**config.mk**
```make
export PLATFORM = sky130hd
export DESIGN_NAME = irq_entry_seq
export DESIGN_NICKNAME = d
export VERILOG_FILES = /design/src/rtl/irq_entry_pkg.sv /design/src/rtl/irq_lsb_pick.sv /design/src/rtl/irq_vec_calc.sv /design/src/rtl/irq_push_mux.sv /design/src/rtl/irq_entry_seq.sv
export SDC_FILE = /design/constraint.sdc
export NUM_CORES = 1
export LEC_CHECK = 0
export BUFFER_PORTS_ARGS = -buffer_cell sky130_fd_sc_hd__buf_2
export CORE_UTILIZATION = 30
export DETAILED_ROUTE_END_ITERATION = 16
export PLACE_DENSITY_LB_ADDON = 0.3
export SLEW_MARGIN = 30
export SYNTH_ARGS = -nofsm -noshare
export SYNTH_HDL_FRONTEND = slang
export SYNTH_SLANG_ARGS = --single-unit
```
**constraint.sdc**
```tcl
create_clock -name clk -period 2.3 [get_ports clk]
set_clock_uncertainty 0.15 [all_clocks]
set_input_delay 0.115 -clock clk [delete_from_list [all_inputs] [get_ports clk]]
set_output_delay 0.115 -clock clk [all_outputs]
set_load 0.05 [all_outputs]
```
**src/rtl/irq_entry_pkg.sv**
```systemverilog
package irq_entry_pkg;
    localparam int BYTE_W   = 8;
    localparam int MAX_PUSH = 3;
    localparam int RET_W    = BYTE_W * MAX_PUSH;

    typedef enum logic [1:0] {
        ST_IDLE = 2'd0,
        ST_PUSH = 2'd1,
        ST_LOAD = 2'd2
    } entry_state_t;
endpackage

```
**src/rtl/irq_lsb_pick.sv**
```systemverilog
module irq_lsb_pick #(
    parameter int N  = 8,
    localparam int IW = (N > 1) ? $clog2(N) : 1
) (
    input  logic [N-1:0]  req,
    output logic          found,
    output logic [N-1:0]  onehot,
    output logic [IW-1:0] idx
);
    logic [N:0] seen;
    assign seen[0] = 1'b0;

    for (genvar gi = 0; gi < N; gi++) begin : g_chain
        assign onehot[gi]   = req[gi] & ~seen[gi];
        assign seen[gi + 1] = seen[gi] | req[gi];
    end

    assign found = seen[N];

    always_comb begin
        idx = '0;
        for (int i = 0; i < N; i++) begin
            if (onehot[i]) idx = idx | IW'(i);
        end
    end
endmodule

```
**src/rtl/irq_vec_calc.sv**
```systemverilog
module irq_vec_calc #(
    parameter int IW  = 3,
    parameter int PCW = 22
) (
    input  logic           take_rst,
    input  logic [IW-1:0]  src_idx,
    input  logic           long_slot,
    output logic [PCW-1:0] vec_pc
);
    localparam int VW = IW + 1;
    logic [VW-1:0] vec_num;

    always_comb begin
        if (take_rst) vec_num = '0;
        else          vec_num = VW'(src_idx) + VW'(1);
        vec_pc = PCW'(vec_num) << long_slot;
    end
endmodule

```
**src/rtl/irq_push_mux.sv**
```systemverilog
module irq_push_mux
    import irq_entry_pkg::*;
(
    input  logic [RET_W-1:0]  ret_word,
    input  logic [1:0]        sel,
    output logic [BYTE_W-1:0] byte_out
);
    logic [BYTE_W-1:0] lanes [MAX_PUSH];

    for (genvar gk = 0; gk < MAX_PUSH; gk++) begin : g_lane
        assign lanes[gk] = ret_word[gk*BYTE_W +: BYTE_W];
    end

    always_comb begin
        byte_out = lanes[0];
        for (int k = 0; k < MAX_PUSH; k++) begin
            if (sel == 2'(k)) byte_out = lanes[k];
        end
    end
endmodule

```
**src/rtl/irq_entry_seq.sv**
```systemverilog
module irq_entry_seq
    import irq_entry_pkg::*;
#(
    parameter int NSRC = 8,
    parameter int PCW  = 22,
    parameter int SPW  = 16
) (
    input  logic              clk,
    input  logic              rst_n,
    input  logic              reset_req,
    input  logic [NSRC-1:0]   src_set,
    input  logic              gie,
    input  logic              skip_pend,
    input  logic [1:0]        cfg_pc_bytes,
    input  logic              cfg_long_vec,
    input  logic [PCW-1:0]    ret_pc,
    input  logic [SPW-1:0]    sp_cur,
    output logic              busy,
    output logic              irq_req,
    output logic [NSRC-1:0]   pend_q,
    output logic              mem_we,
    output logic [SPW-1:0]    mem_addr,
    output logic [BYTE_W-1:0] mem_wdata,
    output logic              pc_load,
    output logic [PCW-1:0]    pc_new,
    output logic              sp_load,
    output logic [SPW-1:0]    sp_next,
    output logic              gie_clr
);
    localparam int IW = (NSRC > 1) ? $clog2(NSRC) : 1;

    entry_state_t      state, state_nx;
    logic [NSRC-1:0]   pend_r;
    logic              rst_pend;
    logic [RET_W-1:0]  ret_r;
    logic [SPW-1:0]    sp_r;
    logic [PCW-1:0]    vec_pc_r;
    logic [1:0]        bidx;
    logic [1:0]        nbytes_r;

    logic              src_found;
    logic [NSRC-1:0]   src_onehot;
    logic [IW-1:0]     src_idx;
    logic [PCW-1:0]    vec_pc;
    logic [BYTE_W-1:0] push_byte;
    logic              accept;
    logic              last_byte;
    logic [1:0]        nbytes_cfg;
    logic [NSRC-1:0]   clr_mask;

    irq_lsb_pick #(.N(NSRC)) u_pick (
        .req    (pend_r),
        .found  (src_found),
        .onehot (src_onehot),
        .idx    (src_idx)
    );

    irq_vec_calc #(.IW(IW), .PCW(PCW)) u_vec (
        .take_rst  (rst_pend),
        .src_idx   (src_idx),
        .long_slot (cfg_long_vec),
        .vec_pc    (vec_pc)
    );

    irq_push_mux u_mux (
        .ret_word (ret_r),
        .sel      (bidx),
        .byte_out (push_byte)
    );

    assign accept     = (state == ST_IDLE) && !skip_pend && gie && (rst_pend || src_found);
    assign nbytes_cfg = (cfg_pc_bytes == 2'd0) ? 2'd1 : cfg_pc_bytes;
    assign last_byte  = (bidx == nbytes_r - 2'd1);
    assign clr_mask   = (accept && !rst_pend) ? src_onehot : '0;

    // State register
    always_ff @(posedge clk or negedge rst_n) begin
        if (!rst_n) state <= ST_IDLE;
        else        state <= state_nx;
    end

    // Transitions: ACCEPT, STEP, LAST, DONE
    always_comb begin
        state_nx = state;
        unique case (state)
            ST_IDLE: if (accept)    state_nx = ST_PUSH;
            ST_PUSH: if (last_byte) state_nx = ST_LOAD;
            ST_LOAD:                state_nx = ST_IDLE;
            default:                state_nx = ST_IDLE;
        endcase
    end

    // Outputs
    always_comb begin
        busy      = 1'b0;
        mem_we    = 1'b0;
        pc_load   = 1'b0;
        sp_load   = 1'b0;
        gie_clr   = 1'b0;
        unique case (state)
            ST_IDLE: ;
            ST_PUSH: begin
                busy   = 1'b1;
                mem_we = 1'b1;
            end
            ST_LOAD: begin
                busy    = 1'b1;
                pc_load = 1'b1;
                sp_load = 1'b1;
                gie_clr = 1'b1;
            end
            default: ;
        endcase
    end

    assign mem_addr  = sp_r;
    assign mem_wdata = push_byte;
    assign pc_new    = vec_pc_r;
    assign sp_next   = sp_r;
    assign pend_q    = pend_r;
    assign irq_req   = rst_pend | (|pend_r);

    // Pending sources and reset request
    always_ff @(posedge clk or negedge rst_n) begin
        if (!rst_n) begin
            pend_r   <= '0;
            rst_pend <= 1'b0;
        end else begin
            pend_r <= (pend_r & ~clr_mask) | src_set;
            if (reset_req)   rst_pend <= 1'b1;
            else if (accept) rst_pend <= 1'b0;
        end
    end

    // Push datapath
    always_ff @(posedge clk or negedge rst_n) begin
        if (!rst_n) begin
            ret_r    <= '0;
            sp_r     <= '0;
            vec_pc_r <= '0;
            bidx     <= '0;
            nbytes_r <= 2'd1;
        end else if (accept) begin
            ret_r    <= RET_W'(ret_pc);
            sp_r     <= sp_cur;
            vec_pc_r <= vec_pc;
            bidx     <= '0;
            nbytes_r <= nbytes_cfg;
        end else if (state == ST_PUSH) begin
            sp_r <= sp_r - SPW'(1);
            bidx <= bidx + 2'd1;
        end
    end
endmodule

```
Word level (Yosys, flattened, before mapping)
Cells that the tools add are included.

storage, ports and cells
  output and inout port bits = 76
  register bits after elaboration = 75
  bits of input ports = 54
  word-level logic and storage cells = 83

cells by class
  bitwise gates (word level) = 25
  muxes and demuxes = 24
  equal/unequal tests = 7
  reductions and logical operators = 14
  add/subtract/negate cells = 4
  shifts and indexed selects = 1

operators with widths
  operator                                             number
  2-to-1 mux 16 bit                                    2
  2-to-1 mux 8 bit                                     3
  left shift 4 x 1 -> 22 bit                           1
  subtractor 16 x 1 -> 16 bit, second input constant   1
  2-to-1 mux 2 bit                                     7
  2-to-1 mux 3 bit                                     4
  AND 8 bit                                            1
  NOT 8 bit                                            1
  bitwise OR 1 bit                                     8
  bitwise OR 8 bit                                     1
  OR reduction 8 bit                                   1
  AND 1 bit                                            7
  NOT 1 bit                                            7
  2-to-1 mux 1 bit                                     6
  adder 3 x 1 -> 4 bit, second input constant          1
  equality test 2 x 1 -> 1 bit, second input constant  2
  equality test 2 bit, second input constant           2
  logical AND 1 bit                                    4
  logical NOT 2 bit                                    2
  2-to-1 mux 4 bit                                     1
  != test 2 bit, second input constant                 2
  one-hot mux 2 bit (2 select lines)                   1
  nonzero test 2 bit                                   2
  adder 2 x 1 -> 2 bit, second input constant          1
  other kinds (6)                                      7

Depth between registers and ports, before layout
  depth after elaboration = 14
  gate-level depth with buffers = 8
  mapped depth without buffers = 8

Hierarchy
A second synthesis with hierarchy kept.

unflattened totals
  cells, all modules = 451
  area total of the unflattened synthesis = 4010.1 um2

by module, submodules not included
  module         instances  cells an instance  area each (um2)  sequential area each (um2)
  irq_entry_seq  1          369                3370.7           1878.1
  irq_push_mux   1          27                 276.5            0.0
  irq_vec_calc   1          31                 216.5            0.0
  irq_lsb_pick   1          24                 146.4            0.0

Worst setup path after synthesis
No wires, ideal clock.

  path type = reg2out
  from = register bidx[1]
  to = output mem_wdata[0]
  setup slack = -0.133 ns
  data arrival time = 2.168 ns
  path buffers = 1
  required time = 2.035 ns
  cell stages (with the launch flop) = 6
  cells stage by stage = dfrtp_1 > inv_1 > ha_1 > clkbuf_1 > mux2i_1 > o21ai_0

on the way
  cells in the longest elaborated chain, start to end = 3
  elaborated cells on any way between the ends = 4
  classes of those cells = eq/ne: 2; mux: 2

RTL lines
  item                          line                  text
  start, declared               irq_entry_seq.sv:38   logic [1:0] bidx;
  start signal, assigned        irq_entry_seq.sv:151  bidx <= bidx + 2'd1;
  equality test 2 x 1 -> 1 bit  irq_push_mux.sv:17    if (sel == 2'(k)) byte_out = lanes[k];
  2-to-1 mux 8 bit              irq_push_mux.sv:17
  2-to-1 mux 8 bit *            irq_push_mux.sv:17
  end, declared                 irq_entry_seq.sv:23   output logic [BYTE_W-1:0] mem_wdata,

Mark *: on every way between the ends. The rest lies on a longest branch, timed or not.

Worst setup path in the final report
  from = register state[0]
  to = register pend_r[6] (netlist: pend_q[6])

on the way
  cells in the longest elaborated chain, start to end = 9

RTL lines
  item                            line                  text
  start, declared                 irq_entry_seq.sv:32   entry_state_t state, state_nx;
  start signal, assigned          irq_entry_seq.sv:79   else state <= state_nx;
  logical NOT 2 bit               irq_entry_seq.sv:71   assign accept = (state == ST_IDLE) && !skip_pend && gie && (rst_pend || src_found);
  logical AND 1 bit (3 in a row)  irq_entry_seq.sv:71
  logical AND 1 bit               irq_entry_seq.sv:74   assign clr_mask = (accept && !rst_pend) ? src_onehot : '0;
  2-to-1 mux 8 bit                irq_entry_seq.sv:74
  NOT 8 bit                       irq_entry_seq.sv:129  pend_r <= (pend_r & ~clr_mask) | src_set;
  AND 8 bit                       irq_entry_seq.sv:129
  bitwise OR 8 bit                irq_entry_seq.sv:129
  end signal, assigned            irq_entry_seq.sv:129
  end, declared                   irq_entry_seq.sv:33   logic [NSRC-1:0] pend_r;

No other way between the ends.
A chain may end at the register's enable or synchronous reset.

==> flow_metrics.env <==
export IMPL_grt_total_usage=0.157
export IMPL_grt_overflow=0
export IMPL_synth_edff_count=0
export IMPL_synth_ff_type="dfrtp_1"
export IMPL_final_net_count=577
export IMPL_finalCriticalPeriod_ns=2.21
export IMPL_p_switching_mw=3.43
export IMPL_slew_violations=0
export IMPL_via_per_inst=4.52
export IMPL_async_flop_share=1.00
export IMPL_p_per_area_nw_per_um2=1420
export IMPL_period_share=0.963
export IMPL_htreeDepth=3
export IMPL_io_buffer_count=112
export IMPL_status="complete, no violations"
export IMPL_dr_pass1_iters=4
export IMPL_power_total_mw=6.46
export IMPL_routed_wl_um=8400
export IMPL_rrSetupSlack_ns=0.09
export IMPL_critPathKind="reg2reg"
export IMPL_placed_area_um2=3830
export IMPL_r2r_end="pend_q[6]"
export IMPL_tightestPinTransition_ns=0.696
export IMPL_die_area_um2=11200
export IMPL_antenna_cells=0
export IMPL_die_w_um=106
export IMPL_path_max_fanout=4
export IMPL_pwr_share_clk=0.163
export IMPL_fmax_ghz=0.452
export IMPL_synthDominantCellAreaShare=0.442
export IMPL_ys_seq_area_frac=0.450
export IMPL_fillerInstances=1019
export IMPL_required_ns=2.36
export IMPL_yosysWarnings=0
export IMPL_synth_cell_type_count=46
export IMPL_switching_share=0.531
export IMPL_whs_ns=0.175
export IMPL_rsz0062_at_grt="no"
export IMPL_die_h_um=106
export IMPL_end_kind="register"
export IMPL_core_um2=10400
export IMPL_drt_iter0_markers=118
export IMPL_grt_max_degree=32
export IMPL_vias=2969
export IMPL_arrival_ns=2.27
export IMPL_worst_r2r_path_depth=6
export IMPL_globalplace_congestion=0.808
export IMPL_area_growth_pct=41.3
export IMPL_cp_start_kind="register"
export IMPL_synth_area_top_cells="dfrtp_1 (44%), nand2_1 (12%), buf_4 (8.1%), o21ai_0 (3.9%), xor2_1 (3.0%)"
export IMPL_drive_gt1_frac=0.290
export IMPL_cts_buffers=9
export IMPL_vdd_ir_drop_max_uv=777
export IMPL_first_global_vias=2910
export IMPL_ios=130
export IMPL_syn_avg_cell_area_um2=8.82
export IMPL_synth_top_area_cell="dfrtp_1"
export IMPL_initial_core_util=0.311
export IMPL_grt_pass1_wl_um=13800
export IMPL_fp_row_count=37
export IMPL_drv_cap=0
export IMPL_crit_end="pend_q[6]"
export IMPL_p_seq_frac=0.281
export IMPL_root_buffer="clkbuf_8"
export IMPL_hold_violations=0
export IMPL_final_area_um2=4560
export IMPL_antenna_found_initial=0
export IMPL_reg2reg_from="state[0]"
export IMPL_syn_instance_count=366
export IMPL_p_leak_nw=2.18
export IMPL_cts_tree="done"
export IMPL_slowest_stage="or4_4"
export IMPL_clk_pin_slew_ns=0.07
export IMPL_ctsLongestPathBuffers=2
export IMPL_syn_area_um2=3230
export IMPL_internal_power_mw=3.03
export IMPL_wl_per_cell_um=12.8
export IMPL_dp_hpwl_um=5840
export IMPL_crit_chain="inv_1 -> ha_1 -> nand3b_1 -> or4_4 -> o31ai_1 -> nand2b_1"
export IMPL_slowest_delay_ns=0.63
export IMPL_setup_violations=0
export IMPL_min_path_type="in2reg"
export IMPL_max_slew_margin_rel=0.536
export IMPL_clkSinkCount=58
export IMPL_drc=0
export IMPL_tns_ns=0
export IMPL_crit_path_start="state[0]"
export IMPL_clk_latency_ns=0.33
export IMPL_ant_nets=0
export IMPL_share_comb_of_total_power=0.556
export IMPL_ys_seq_elements=58
cells in the mapped netlist (7+ instances only):
| library cell | number |
|---|---|
| ha_1 | 7 |
| clkbuf_1 | 12 |
| inv_1 | 8 |
| o21ai_0 | 25 |
| nor3_1 | 7 |
| a21oi_1 | 8 |
| nand2_1 | 100 |
| mux2i_1 | 9 |
| xor2_1 | 11 |
| nor2_1 | 18 |
| dfrtp_1 | 57 |
| buf_4 | 35 |
registers in the layout, summed over array words and instances, names as in the netlist:
name	count
pc_new	5
rst_pend	1
bidx	2
mem_addr	16
state	2
ret_r	22
pend_q	8
nbytes_r	2
final cells by class:
class                           count  area [um^2]  share of cell area
Sequential cell                    58         1450               0.319
Clock inverter                      5         77.6              0.0170
Timing Repair Buffer              174         1190               0.261
Clock buffer                       11          141              0.0310
Inverter                            8         30.0             0.00659
Tap cell                          136          170              0.0373
Multi-Input combinational cell    265         1490               0.328
per-layer routing:
layer,vias up,routed length (um),global-route usage
met5,-,0,0
met4,0,148,0.0724
met3,14,344,0.0260
met2,95,3910,0.252
met1,1387,4000,0.205
li1,1473,-,-
worst max-delay path, delay by kind of cell (launching register included):
| kind | cells | cell delay [ns] |
|---|---|---|
| simple gates | 3 | 1.00 |
| flops | 1 | 0.38 |
| compound gates | 1 | 0.25 |
| fa+ha+maj | 1 | 0.22 |
| buf+inv | 1 | 0.10 |
worst min path at each step:
stage,slack [ns],endpoint,start,cells after the start
after floorplan,-0.33,bidx[0],rst_n,0
after global placement,0.06,ret_r[14],rst_n,1
after detailed placement,0.06,ret_r[14],rst_n,1
after CTS,0.14,rst_pend,gie,3
after global routing,0.18,rst_pend,skip_pend,3
final,0.18,rst_pend,gie,3
cells in the final DEF, fill, tap and decap left out, drive strengths merged, types with 2 or more instances in the layout:
cell | synthesis | final
clkinv | 0 | 2
inv | 8 | 8
buf | 38 | 123
dfrtp | 57 | 57
xnor2 | 5 | 5
dlygate4sd3 | 0 | 51
clkbuf | 13 | 11
nor2 | 18 | 18
a21o | 4 | 4
nand3 | 4 | 4
a31oi | 5 | 5
nand2b | 4 | 4
nand2 | 100 | 100
o21ai | 25 | 25
a31o | 2 | 2
xor2 | 11 | 11
o31ai | 2 | 2
nand4 | 3 | 3
bufinv | 0 | 2
o41ai | 2 | 2
nand3b | 2 | 2
nor4b | 3 | 3
ha | 7 | 7
nor2b | 5 | 5
a21oi | 8 | 8
mux2i | 9 | 9
o21bai | 2 | 2
or4 | 4 | 4
nor4 | 6 | 6
conb | 1 | 17
nor3 | 7 | 7
cells by family after synthesis:
family                     Yosys count  share of synthesized area
AOI/OAI and AO/OA                   56                      0.109
xor gates and xnor gates            16                     0.0434
adders and majority gates            7                     0.0271
buffers and inverters               59                      0.113
DFF                                 58                      0.450
muxes                                9                     0.0279
other                                1                    0.00116
and+or+nand+nor                    160                      0.228
power groups by stage:
stage,registers (mW),clock network [mW],logic [mW]
final,1.82,1.05,3.59
after global routing,1.88,1.13,3.86
after floorplan,2.33,0,2.38
after detailed placement,1.83,0,3.54
after CTS,1.82,1.08,3.61
after global placement,1.81,0,3.52
per-stage QoR:
| step | utilization | setup WS, ns | cells |
|---|---|---|---|
| after floorplan | - | 0.0431 | 382 |
| after global placement | 0.369 | 0.236 | 590 |
| after detailed placement | 0.369 | 0.173 | 590 |
| after CTS | 0.440 | 0.163 | 657 |
| after global routing | 0.440 | 0.0361 | 657 |
| final | 0.440 | 0.0855 | 657 |
repair_timing:
item                                   4_1_cts  5_1_grt
setup endpoints to repair                    1        1
resized for setup                            1        1
endpoints found under the hold margin       77        0
cloned                                       0        0
setup buffers                                0        0
hold buffers                                51        0
(Power assumes the default switching activity.)
